<file path="src/rtl/z80xf_pkg.sv">
package z80xf_pkg;
  localparam int CLS_W  = 4;
  localparam int DATA_W = 8;
  localparam int MP_W   = 16;
  localparam int YPOS   = 5;
  localparam int XPOS   = 3;
  localparam int CPOS   = 0;
  localparam int MP_YP  = 13;
  localparam int MP_XP  = 11;

  typedef enum logic [CLS_W-1:0] {
    CLS_ALU   = 4'h0,
    CLS_SCF   = 4'h1,
    CLS_CCF   = 4'h2,
    CLS_BITM  = 4'h3,
    CLS_OUTI  = 4'h4,
    CLS_OUTZ  = 4'h5,
    CLS_POPAF = 4'h6,
    CLS_NOFL  = 4'h7
  } op_cls_e;

  function automatic logic cls_writes_flags(input logic [CLS_W-1:0] c);
    case (c)
      CLS_ALU, CLS_SCF, CLS_CCF, CLS_BITM, CLS_OUTI: return 1'b1;
      default:                                       return 1'b0;
    endcase
  endfunction

  function automatic logic cls_is_carry_op(input logic [CLS_W-1:0] c);
    return (c == CLS_SCF) || (c == CLS_CCF);
  endfunction
endpackage

</file>
<file path="src/rtl/z80xf_history.sv">
module z80xf_history
  import z80xf_pkg::*;
(
  input  logic             clk,
  input  logic             rst_n,
  input  logic             step_en,
  input  logic [CLS_W-1:0] op_class,
  output logic             hist_q
);
  logic hist_d;

  always_comb begin
    hist_d = hist_q;
    if (step_en) hist_d = cls_writes_flags(op_class);
  end

  always_ff @(posedge clk or negedge rst_n) begin
    if (!rst_n) hist_q <= 1'b0;
    else        hist_q <= hist_d;
  end

  // flag-writing classes set the record
  a_r9_set: assert property (@(posedge clk) disable iff (!rst_n)
    (step_en && op_class <= CLS_OUTI) |=> hist_q);
  // other codes clear it
  a_r10_clear: assert property (@(posedge clk) disable iff (!rst_n)
    (step_en && op_class > CLS_OUTI) |=> !hist_q);
  // no completion, no change
  a_r9_hold: assert property (@(posedge clk) disable iff (!rst_n)
    !step_en |=> $stable(hist_q));
endmodule

</file>
<file path="src/rtl/z80xf_lane.sv">
module z80xf_lane
  import z80xf_pkg::*;
#(
  parameter bit DIFF_OR = 1'b1
) (
  input  logic [CLS_W-1:0] op_class,
  input  logic             hist_q,
  input  logic             acc_bit,
  input  logic             flag_bit,
  input  logic             res_bit,
  input  logic             mp_bit,
  output logic             out_bit
);
  logic merged;

  always_comb begin
    if (flag_bit == acc_bit) merged = flag_bit & acc_bit;
    else if (DIFF_OR)        merged = flag_bit | acc_bit;
    else                     merged = flag_bit & acc_bit;
  end

  always_comb begin
    if (op_class == CLS_ALU)             out_bit = res_bit;
    else if (cls_is_carry_op(op_class))  out_bit = hist_q ? acc_bit : merged;
    else if (op_class == CLS_BITM)       out_bit = mp_bit;
    else                                 out_bit = flag_bit;
  end
endmodule

</file>
<file path="src/rtl/z80xf_quirks.sv">
module z80xf_quirks
  import z80xf_pkg::*;
#(
  parameter bit IS_CMOS       = 1'b0,
  parameter bit CLONE_KEEP_CF = 1'b0
) (
  input  logic [CLS_W-1:0]  op_class,
  input  logic [DATA_W-1:0] b_pre,
  input  logic              cf_in,
  output logic              cf_out,
  output logic [DATA_W-1:0] port_byte
);
  localparam logic [DATA_W-1:0] ZERO_OUT = IS_CMOS ? {DATA_W{1'b1}} : '0;
  localparam logic [DATA_W-1:0] B_LAST   = DATA_W'(1);

  logic last_pass;
  assign last_pass = (op_class == CLS_OUTI) && (b_pre == B_LAST);

  always_comb begin
    cf_out = cf_in;
    if (last_pass && !CLONE_KEEP_CF) cf_out = 1'b0;
  end

  always_comb begin
    port_byte = '0;
    if (op_class == CLS_OUTZ) port_byte = ZERO_OUT;
  end
endmodule

</file>
<file path="src/rtl/z80_xyflag_unit.sv">
module z80_xyflag_unit
  import z80xf_pkg::*;
#(
  parameter bit IS_CMOS       = 1'b0,
  parameter bit CLONE_KEEP_CF = 1'b0,
  parameter bit DIFF_OR       = 1'b1
) (
  input  logic              clk,
  input  logic              rst_n,
  input  logic              step_en,
  input  logic [CLS_W-1:0]  op_class,
  input  logic [DATA_W-1:0] acc,
  input  logic [DATA_W-1:0] flags_in,
  input  logic [DATA_W-1:0] alu_res,
  input  logic [MP_W-1:0]   memptr,
  input  logic [DATA_W-1:0] b_pre,
  output logic              yf_out,
  output logic              xf_out,
  output logic              cf_out,
  output logic [DATA_W-1:0] port_byte
);
  localparam int NLANE = 2;
  logic             hist_q;
  logic [NLANE-1:0] lane_out;

  z80xf_history u_hist (
    .clk(clk), .rst_n(rst_n), .step_en(step_en),
    .op_class(op_class), .hist_q(hist_q)
  );

  for (genvar gi = 0; gi < NLANE; gi++) begin : g_lane
    localparam int FP = (gi == 1) ? YPOS : XPOS;
    localparam int MP = (gi == 1) ? MP_YP : MP_XP;
    z80xf_lane #(.DIFF_OR(DIFF_OR)) u_lane (
      .op_class(op_class), .hist_q(hist_q),
      .acc_bit(acc[FP]), .flag_bit(flags_in[FP]),
      .res_bit(alu_res[FP]), .mp_bit(memptr[MP]),
      .out_bit(lane_out[gi])
    );
  end

  assign yf_out = lane_out[1];
  assign xf_out = lane_out[0];

  z80xf_quirks #(.IS_CMOS(IS_CMOS), .CLONE_KEEP_CF(CLONE_KEEP_CF)) u_quirk (
    .op_class(op_class), .b_pre(b_pre), .cf_in(flags_in[CPOS]),
    .cf_out(cf_out), .port_byte(port_byte)
  );

  // ALU result bits reach the flags
  a_r1_alu_bits: assert property (@(posedge clk) disable iff (!rst_n)
    (op_class == CLS_ALU) |-> (yf_out == alu_res[YPOS] && xf_out == alu_res[XPOS]));
  // after a flag write, SCF/CCF copy the accumulator
  a_r2_copy_acc: assert property (@(posedge clk) disable iff (!rst_n)
    ((op_class == CLS_SCF || op_class == CLS_CCF) && hist_q)
      |-> (yf_out == acc[YPOS] && xf_out == acc[XPOS]));
  // agreeing bits survive the merge
  a_r3_agree: assert property (@(posedge clk) disable iff (!rst_n)
    ((op_class == CLS_SCF || op_class == CLS_CCF) && !hist_q
      && flags_in[YPOS] == acc[YPOS]) |-> (yf_out == acc[YPOS]));
  // BIT (HL) takes MEMPTR bits
  a_r5_memptr: assert property (@(posedge clk) disable iff (!rst_n)
    (op_class == CLS_BITM) |-> (yf_out == memptr[MP_YP] && xf_out == memptr[MP_XP]));
  // last-pass OUTI carry per variant
  a_r6_outi_last: assert property (@(posedge clk) disable iff (!rst_n)
    (op_class == CLS_OUTI && b_pre == 8'd1)
      |-> (cf_out == (CLONE_KEEP_CF ? flags_in[CPOS] : 1'b0)));
  // otherwise carry passes through
  a_r7_cf_pass: assert property (@(posedge clk) disable iff (!rst_n)
    !(op_class == CLS_OUTI && b_pre == 8'd1) |-> (cf_out == flags_in[CPOS]));
endmodule

</file>
<file path="config.mk">
export PLATFORM = sky130hd
export DESIGN_NAME = z80_xyflag_unit
export DESIGN_NICKNAME = d
export VERILOG_FILES = /design/src/rtl/z80xf_pkg.sv /design/src/rtl/z80xf_history.sv /design/src/rtl/z80xf_lane.sv /design/src/rtl/z80xf_quirks.sv /design/src/rtl/z80_xyflag_unit.sv
export SDC_FILE = /design/constraint.sdc
export NUM_CORES = 1
export LEC_CHECK = 0
export BUFFER_PORTS_ARGS = -buffer_cell sky130_fd_sc_hd__buf_2
export CORE_AREA = 2 2 39 41
export CTS_BUF_LIST = sky130_fd_sc_hd__clkbuf_8
export DETAILED_ROUTE_END_ITERATION = 7
export DIE_AREA = 0 0 41 43
export MAX_ROUTING_LAYER = met4
export PLACE_DENSITY = 0.72
export SETUP_SLACK_MARGIN = 0.02
export SLEW_MARGIN = 20
export SYNTH_ARGS = -nofsm -noshare
export SYNTH_HDL_FRONTEND = slang
export SYNTH_SLANG_ARGS = --single-unit
</file>
<file path="constraint.sdc">
create_clock -name clk -period 1.5 [get_ports clk]
set_clock_uncertainty 0.1 [all_clocks]
set_input_delay 0.15 -clock clk [delete_from_list [all_inputs] [get_ports clk]]
set_output_delay 0.15 -clock clk [all_outputs]
set_load 0.005 [all_outputs]
</file>
==> flow_summary.yaml, run 1 <==
finish:
  reg_top3: "u_hist.hist_q (1)"
  largest-register: "u_hist.hist_q"
  layout_common_cells: "buf_2 (26), conb_1 (8), o21ai_0 (4)"
  final_common_cell: "buf_2"
  largest_register_ffs: 1
  fill_cells: 165
  final_layout_size_suffix_gt1_share_pct: 45.8
  nNetsFinal: 116
  stdcell_area_um2: 363
  syn2layout_area_growth_pct: 46.5
  diodes: 0
setup_path:
  crit_required_ns: 1.25
  reg2regPathDepth: 1
  endpoint_kind: "primary output"
  criticalPathCategory: "input pin to primary output"
  cp_max_fo: 6
  ff2ff_setup_slack_ns: 0.64
  start_kind: "input pin"
  crit_arrival_ns: 1.01
  reg2reg_from: "u_hist.hist_q$_DFFE_PN0P_"
  r2r_end: "u_hist.hist_q$_DFFE_PN0P_"
grt:
  grt-ovfl-total: 0
  first_global_vias: 226
  antenna_found_initial: 0
  grt_pass1_wl_um: 841
  grt_util_all_layers_pct: 6.57
  grt_max_degree: 7
die:
  rows: 14
  start_util_pct: 17.9
  coreArea_um2: 1380
  num_io_pins: 66
  die_h_um: 43
  dieArea_um2: 1760
  die_x_um: 41
power_and_ir_drop:
  leakage_uw: 0.000185
  p_switching_uw: 38.7
  internal_power_uw: 75.6
  power_frac_comb_pct: 71.5
  vdd_drop_max_uv: 95.7
  pwr-share-seq_pct: 28.5
  totalPowerFinal_uw: 114
  p_clk_share_pct: 0
  p_per_area_nw_per_um2: 315
  swShare_pct: 33.8
timing:
  finalHoldViolCount: 0
  fin_setup_tns_ns: 0
  period_minus_slack_ns: 1.26
  timing.hold.ws_ns: 0.306
  rsz0062_at_grt: "no"
  max_freq_ghz: 0.792
  post-route-period-util_pct: 84.2
  maxSlewViolCount: 0
  setup_viol: 0
placed_design:
  dpl.hpwl_um: 577
  place_area_um2: 353
  port_buffers: 26
  globalplace.congestion: 0.501
clock_tree:
  clkSlewWorstSetupHoldPaths_ns: 0
  cts_resized: 0
  cts_setup_buffers: 0
  worstSkewPairLatency_ns: 0
  cts_hold_buf: 1
detailed_routing:
  routed_via_density: 4.07
  via_count: 305
  drtIter0Drc: 2
  drc_errors: 0
  wl_per_cell_um: 8.45
  drt_first_pass_iters: 2
  routed_wirelength_um: 634
  antenna_left: 0
yosys:
  yosys.area.top_type: "buf_4"
  syn_inst: 34
  syn_area_um2: 248
  ys_types: 20
  synth_area_leaders: "buf_4 (24%), dfrtp_1 (10%), o21ai_0 (8.1%)"
  yosysWarnings: 0
  seq_area_frac_synth_pct: 10.1
  synth_top_area_share_pct: 24.2
  ys_ff_latch: 1
  syn_avg_cell_area_um2: 7.29
min_path:
  hold_start: "step_en"
  hold_end: "u_hist.hist_q$_DFFE_PN0P_"
  min_path_cells: 2
  hp-class: "input pin to flop"
status:
  status: "complete, no violations"
job:
  maxCapViolCount: 0
==> critical path, cell delays in order <==
cell      delay, ns
buf_2          0.11
or2_1          0.29
o221ai_1       0.21
o211ai_1       0.11
buf_2          0.14
==> area by class of cell <==
| class | instances | area (um2) | share of cell area (%) |
|---|---|---|---|
| Inverter | 1 | 3.75 | 1.03 |
| Multi-Input combinational cell | 30 | 174 | 47.9 |
| Tap cell | 16 | 20.0 | 5.52 |
| Sequential cell | 1 | 25.0 | 6.90 |
| Timing Repair Buffer | 27 | 140 | 38.6 |
==> metal layers <==
metal,share of wire (%),GRT usage (%),wire (um),vias to the layer above
met2,48,13.4,304,21
met4,0,0,0,0
met5,0,-,0,-
li1,-,-,-,160
met3,16,0,101,0
met1,36,6.71,227,124
==> power groups by stage <==
stage / sequential [uW] / clock [uW] / combinational (uW)
after floorplan: 31.9 / 0 / 52.7
after global placement: 32.7 / 0 / 78.0
after detailed placement: 32.8 / 0 / 79.9
after CTS: 32.8 / 0 / 82.2
after global routing: 33.0 / 0 / 93.7
final: 32.6 / 0 / 81.7
==> cells in the mapped netlist <==
master / instances
dfrtp_1: 1
buf_4: 8
nor3_1: 1
nor2b_1: 2
o22ai_1: 2
conb_1: 1
nor2_1: 1
a31oi_1: 1
nor4_1: 1
or2_1: 1
mux2_2: 1
buf_6: 1
o221ai_1: 2
a21oi_1: 1
nor4bb_1: 1
inv_1: 1
xnor2_1: 1
o21ai_0: 4
o211ai_1: 2
nand2_1: 1
==> through the flow <==
step / util (%) / std cells / worst slack [ns]
final: 26.2 / 75 / 0.238
after global routing: 26.2 / 75 / 0.188
after CTS: 26.2 / 75 / 0.248
after global placement: 25.5 / 74 / 0.263
after floorplan: - / 41 / 0.486
after detailed placement: 25.5 / 74 / 0.247
==> kinds of logic after synthesis <==
| kind of cell | share of synthesized area (%) |
|---|---|
| compound gates | 30.8 |
| buf+inv | 30.3 |
| simple gates | 19.2 |
| xor+xnor | 3.54 |
| mux | 4.55 |
| flops | 10.1 |
| other cells | 1.51 |
==> worst max-delay path by stage <==
stage / from / to / slack, ns / depth (start not counted)
floorplan: op_class[0] / xf_out / 0.49 / 4
global placement: op_class[0] / xf_out / 0.26 / 5
global route: op_class[0] / xf_out / 0.19 / 5
detailed placement: op_class[0] / xf_out / 0.25 / 5
finish: op_class[0] / xf_out / 0.24 / 5
CTS: op_class[0] / xf_out / 0.25 / 5
No activity file was read; power rests on OpenSTA's default activity.
==> inputs of run 2 (changes only) <==
==> constraint.sdc (replaced) <==
create_clock -name clk -period 1.2 [get_ports clk]
set_clock_uncertainty 0.1 [all_clocks]
set_input_delay 0.12 -clock clk [delete_from_list [all_inputs] [get_ports clk]]
set_output_delay 0.12 -clock clk [all_outputs]
set_load 0.005 [all_outputs]
==> flow_summary.yaml, run 2 (same netlist as run 1, synthesis figures left out) <==
detailed_routing:
  wl_per_cell_um: 8.72
  routed_wirelength_um: 654
  routed_via_density: 4.19
  drc_errors: 0
  drt_first_pass_iters: 4
  top_layer: "met3"
  wl_met2_um: 331
  antenna_left: 0
  via_count: 314
  wl_met1_um: 212
  wl_met3_um: 109
  drtIter0Drc: 3
finish:
  reg_top3: "u_hist.hist_q (1)"
  final_common_cell: "buf_2"
  fill_cells: 166
  finalCoreUtilization_pct: 27.2
  syn2layout_area_growth_pct: 52.0
  diodes: 0
  largest-register: "u_hist.hist_q"
  nNetsFinal: 116
  final_layout_size_suffix_gt1_share_pct: 50.8
  largest_register_ffs: 1
  layout_common_cells: "buf_2 (26), conb_1 (8), o21ai_0 (4)"
power_and_ir_drop:
  vdd_drop_max_uv: 120
  pwr-share-seq_pct: 27.4
  totalPowerFinal_uw: 149
  swShare_pct: 34.6
  internal_power_uw: 97.3
  p_per_area_nw_per_um2: 395
  p_switching_uw: 51.4
  leakage_uw: 0.000188
  p_clk_share_pct: 0
  power_frac_comb_pct: 72.6
timing:
  setup_viol: 0
  max_freq_ghz: 0.863
  maxSlewViolCount: 0
  setup_ws_ns: 0.0415
  period_minus_slack_ns: 1.16
  finalHoldViolCount: 0
  post-route-period-util_pct: 96.5
  timing.hold.ws_ns: 0.276
  rsz0062_at_grt: "no"
  fin_setup_tns_ns: 0
placed_design:
  place_ws_ns: 0.00728
  dpl.hpwl_um: 577
  globalplace.congestion: 0.501
  port_buffers: 26
die:
  die_h_um: 43
  start_util_pct: 17.9
  coreArea_um2: 1380
  num_io_pins: 66
  die_x_um: 41
  rows: 14
  dieArea_um2: 1760
setup_path:
  endpoint_kind: "primary output"
  reg2reg_from: "u_hist.hist_q$_DFFE_PN0P_"
  crit_required_ns: 0.98
  crit_arrival_ns: 0.94
  cp-endpoint: "yf_out"
  cp_max_fo: 6
  ff2ff_setup_slack_ns: 0.34
  reg2regPathDepth: 1
  startpoint: "op_class[0]"
  criticalPathCategory: "input pin to primary output"
  start_kind: "input pin"
  r2r_end: "u_hist.hist_q$_DFFE_PN0P_"
status:
  status: "complete, no violations"
clock_tree:
  worstSkewPairLatency_ns: 0
  clkSlewWorstSetupHoldPaths_ns: 0
grt:
  grt_util_all_layers_pct: 6.78
  grt_max_degree: 7
  antenna_found_initial: 0
  first_global_vias: 234
  grt-ovfl-total: 0
  grt_pass1_wl_um: 869
min_path:
  hp-class: "input pin to flop"
job:
  maxCapViolCount: 0
-- run 2: layout make-up --
type	count	area, um2	area share, %
flip-flops and latches	1	25.0	6.64
repair buffers	27	140	37.2
multi-input cells	30	188	49.8
inverters	1	3.75	0.997
well taps	16	20.0	5.32
-- run 2: metrics by stage --
step | cell area (um2) | cells
floorplan | 274 | 41
global placement | 353 | 74
detailed placement | 353 | 74
CTS | 365 | 75
global route | 377 | 75
finish | 377 | 75
-- run 2: what timing repair did --
action | 4_1_cts | 5_1_grt
hold buffers | 1 | 0
endpoints found under the setup margin | 1 | 2
endpoints found under the hold margin | 1 | 0
setup buffers | 0 | 0
resized for setup | 1 | 2
-- run 2: worst min-delay path by stage --
stage / from / end / cells past startpoint / slack, ns
6_report: step_en / u_hist.hist_q$_DFFE_PN0P_ / 2 / 0.28
5_1_grt: step_en / u_hist.hist_q$_DFFE_PN0P_ / 2 / 0.29
4_1_cts: step_en / u_hist.hist_q$_DFFE_PN0P_ / 2 / 0.28
3_5_place_dp: rst_n / u_hist.hist_q$_DFFE_PN0P_ / 1 / -0.20
3_3_place_gp: rst_n / u_hist.hist_q$_DFFE_PN0P_ / 1 / -0.21
2_1_floorplan: rst_n / u_hist.hist_q$_DFFE_PN0P_ / 0 / -0.28
-- run 2: power groups by stage --
stage	sequential (uW)	combinational (uW)	clock, uW
6_report	40.7	108	0
5_1_grt	41.3	123	0
4_1_cts	40.9	104	0
3_5_place_dp	40.9	99.9	0
3_3_place_gp	40.9	97.5	0
2_1_floorplan	39.9	65.9	0
-- run 2: per-layer routing --
metal / track usage [%] / vias up
li1: - / 161
met1: 6.71 / 128
met2: 14.1 / 25
met3: 0 / 0
met4: 0 / 0
met5: - / -
-- run 2: worst max-delay path, cell delays in order --
cell	delay, ns
buf_2	0.12
or2_4	0.28
o221ai_1	0.18
o211ai_1	0.11
buf_2	0.13
==> inputs of run 3 (changes only) <==
==> constraint.sdc (replaced) <==
create_clock -name clk -period 1.2 [get_ports clk]
set_clock_uncertainty 0.1 [all_clocks]
set_input_delay 0.3 -clock clk [delete_from_list [all_inputs] [get_ports clk]]
set_output_delay 0.3 -clock clk [all_outputs]
set_load 0.005 [all_outputs]
==> flow_summary.yaml, run 3 (same netlist as run 1, synthesis figures left out) <==
status:
  status: "finished with violations"
  failed_checks: "negative setup slack"
timing:
  fin_setup_tns_ns: -0.855
  finalHoldViolCount: 0
  max_freq_ghz: 0.673
  setup_ws_ns: -0.287
  setup_viol: 4
  maxSlewViolCount: 0
  rsz0062_at_grt: "yes"
  period_minus_slack_ns: 1.49
  post-route-period-util_pct: 124
grt:
  grt_max_degree: 7
  antenna_found_initial: 0
  grt_pass1_wl_um: 1160
  first_global_vias: 315
  grt_util_all_layers_pct: 8.93
  grt-ovfl-total: 0
detailed_routing:
  wl_met2_um: 322
  wl_met1_um: 310
  drt_first_pass_iters: 3
  via_count: 328
  antenna_left: 0
  wl_per_cell_um: 9.43
  top_layer: "met3"
  routed_wirelength_um: 726
  wl_met3_um: 93
  drc_errors: 0
  routed_via_density: 4.26
  drtIter0Drc: 3
job:
  maxCapViolCount: 0
setup_path:
  crit_required_ns: 0.80
  endpoint_kind: "primary output"
  start_kind: "input pin"
  crit_arrival_ns: 1.09
  criticalPathCategory: "input pin to primary output"
  slowest_delay_ns: 0.28
  crit_family: "simple AND/OR/NAND/NOR gates"
  crit_slowest_cell: "or2_4"
  cp_max_fo: 6
  path_cells: "buf_6, or2_4, o221ai_2, o211ai_1, buf_2"
  crit_buf_inv: 2
die:
  die_h_um: 43
  die_x_um: 41
  rows: 14
  num_io_pins: 66
  coreArea_um2: 1380
  dieArea_um2: 1760
  start_util_pct: 17.9
min_path:
  hp-class: "flop to flop"
finish:
  final_common_cell: "buf_2"
  stdcell_count: 77
  syn2layout_area_growth_pct: 83.8
  final_layout_size_suffix_gt1_share_pct: 60.7
  largest-register: "u_hist.hist_q"
  layout_common_cells: "buf_2 (24), conb_1 (8)"
  diodes: 0
  reg_top3: "u_hist.hist_q (1)"
  stdcell_area_um2: 455
  largest_register_ffs: 1
  nNetsFinal: 118
placed_design:
  dpl.hpwl_um: 643
  place_area_um2: 373
  port_buffers: 26
  placed_cells: 75
  globalplace.congestion: 0.710
power_and_ir_drop:
  leakage_uw: 0.000218
  vdd_drop_max_uv: 237
  p_per_area_nw_per_um2: 400
clock_tree:
  clkSlewWorstSetupHoldPaths_ns: 0
  worstSkewPairLatency_ns: 0
-- run 3: path summary, 6_finish.rpt --
kind / cells after the start / slack, ns / endpoint / startpoint
setup / recovery: 5 / -0.29 / yf_out / op_class[1]
hold / removal: 1 / 0.42 / u_hist.hist_q$_DFFE_PN0P_ / u_hist.hist_q$_DFFE_PN0P_
setup reg to reg: 1 / 0.35 / u_hist.hist_q$_DFFE_PN0P_ / u_hist.hist_q$_DFFE_PN0P_
hold reg to reg: 1 / 0.42 / u_hist.hist_q$_DFFE_PN0P_ / u_hist.hist_q$_DFFE_PN0P_
max in group asynchronous: 2 / 0.40 / u_hist.hist_q$_DFFE_PN0P_ / rst_n
min in group asynchronous: 2 / 0.52 / u_hist.hist_q$_DFFE_PN0P_ / rst_n
-- run 3: final cells by class --
type / count / area, um2
tap: 16 / 20.0
sequential: 1 / 25.0
timing repair buffer: 29 / 175
inverter: 1 / 3.75
fill: 160 / 928
multi-input combinational: 30 / 231
-- run 3: report_power, final --
part	total [uW]	internal, uW	switching [uW]
registers	40.4	38.0	2.40
logic	142	79.8	62.0
clock network	0	0	0
total	182	118	64.4
-- run 3: repair_timing --
action / 4_1_cts / 5_1_grt
hold endpoints to repair: 1 / 0
buffers inserted: 0 / 1
setup endpoints to repair: 4 / 3
hold buffers: 1 / 0
pin swaps: 4 / 3
gates resized for setup: 10 / 5
-- run 3: metrics by stage --
stage          utilization (%)  total power [uW]  hold slack (ns)  worst slack (ns)
6_report                  32.9               182            0.425            -0.287
4_1_cts                   30.1               167            0.428            -0.284
3_3_place_gp              26.9               146          -0.0249            -0.325
5_1_grt                   32.9               199            0.464            -0.337
2_1_floorplan                -               110          -0.0956           -0.0701
3_5_place_dp              26.9               150          -0.0224            -0.332
-- run 3: layer usage --
layer	vias up	global-route usage [%]
li1	164	-
met1	143	12.5
met2	21	15.0
met3	0	0
met4	0	0
met5	-	-
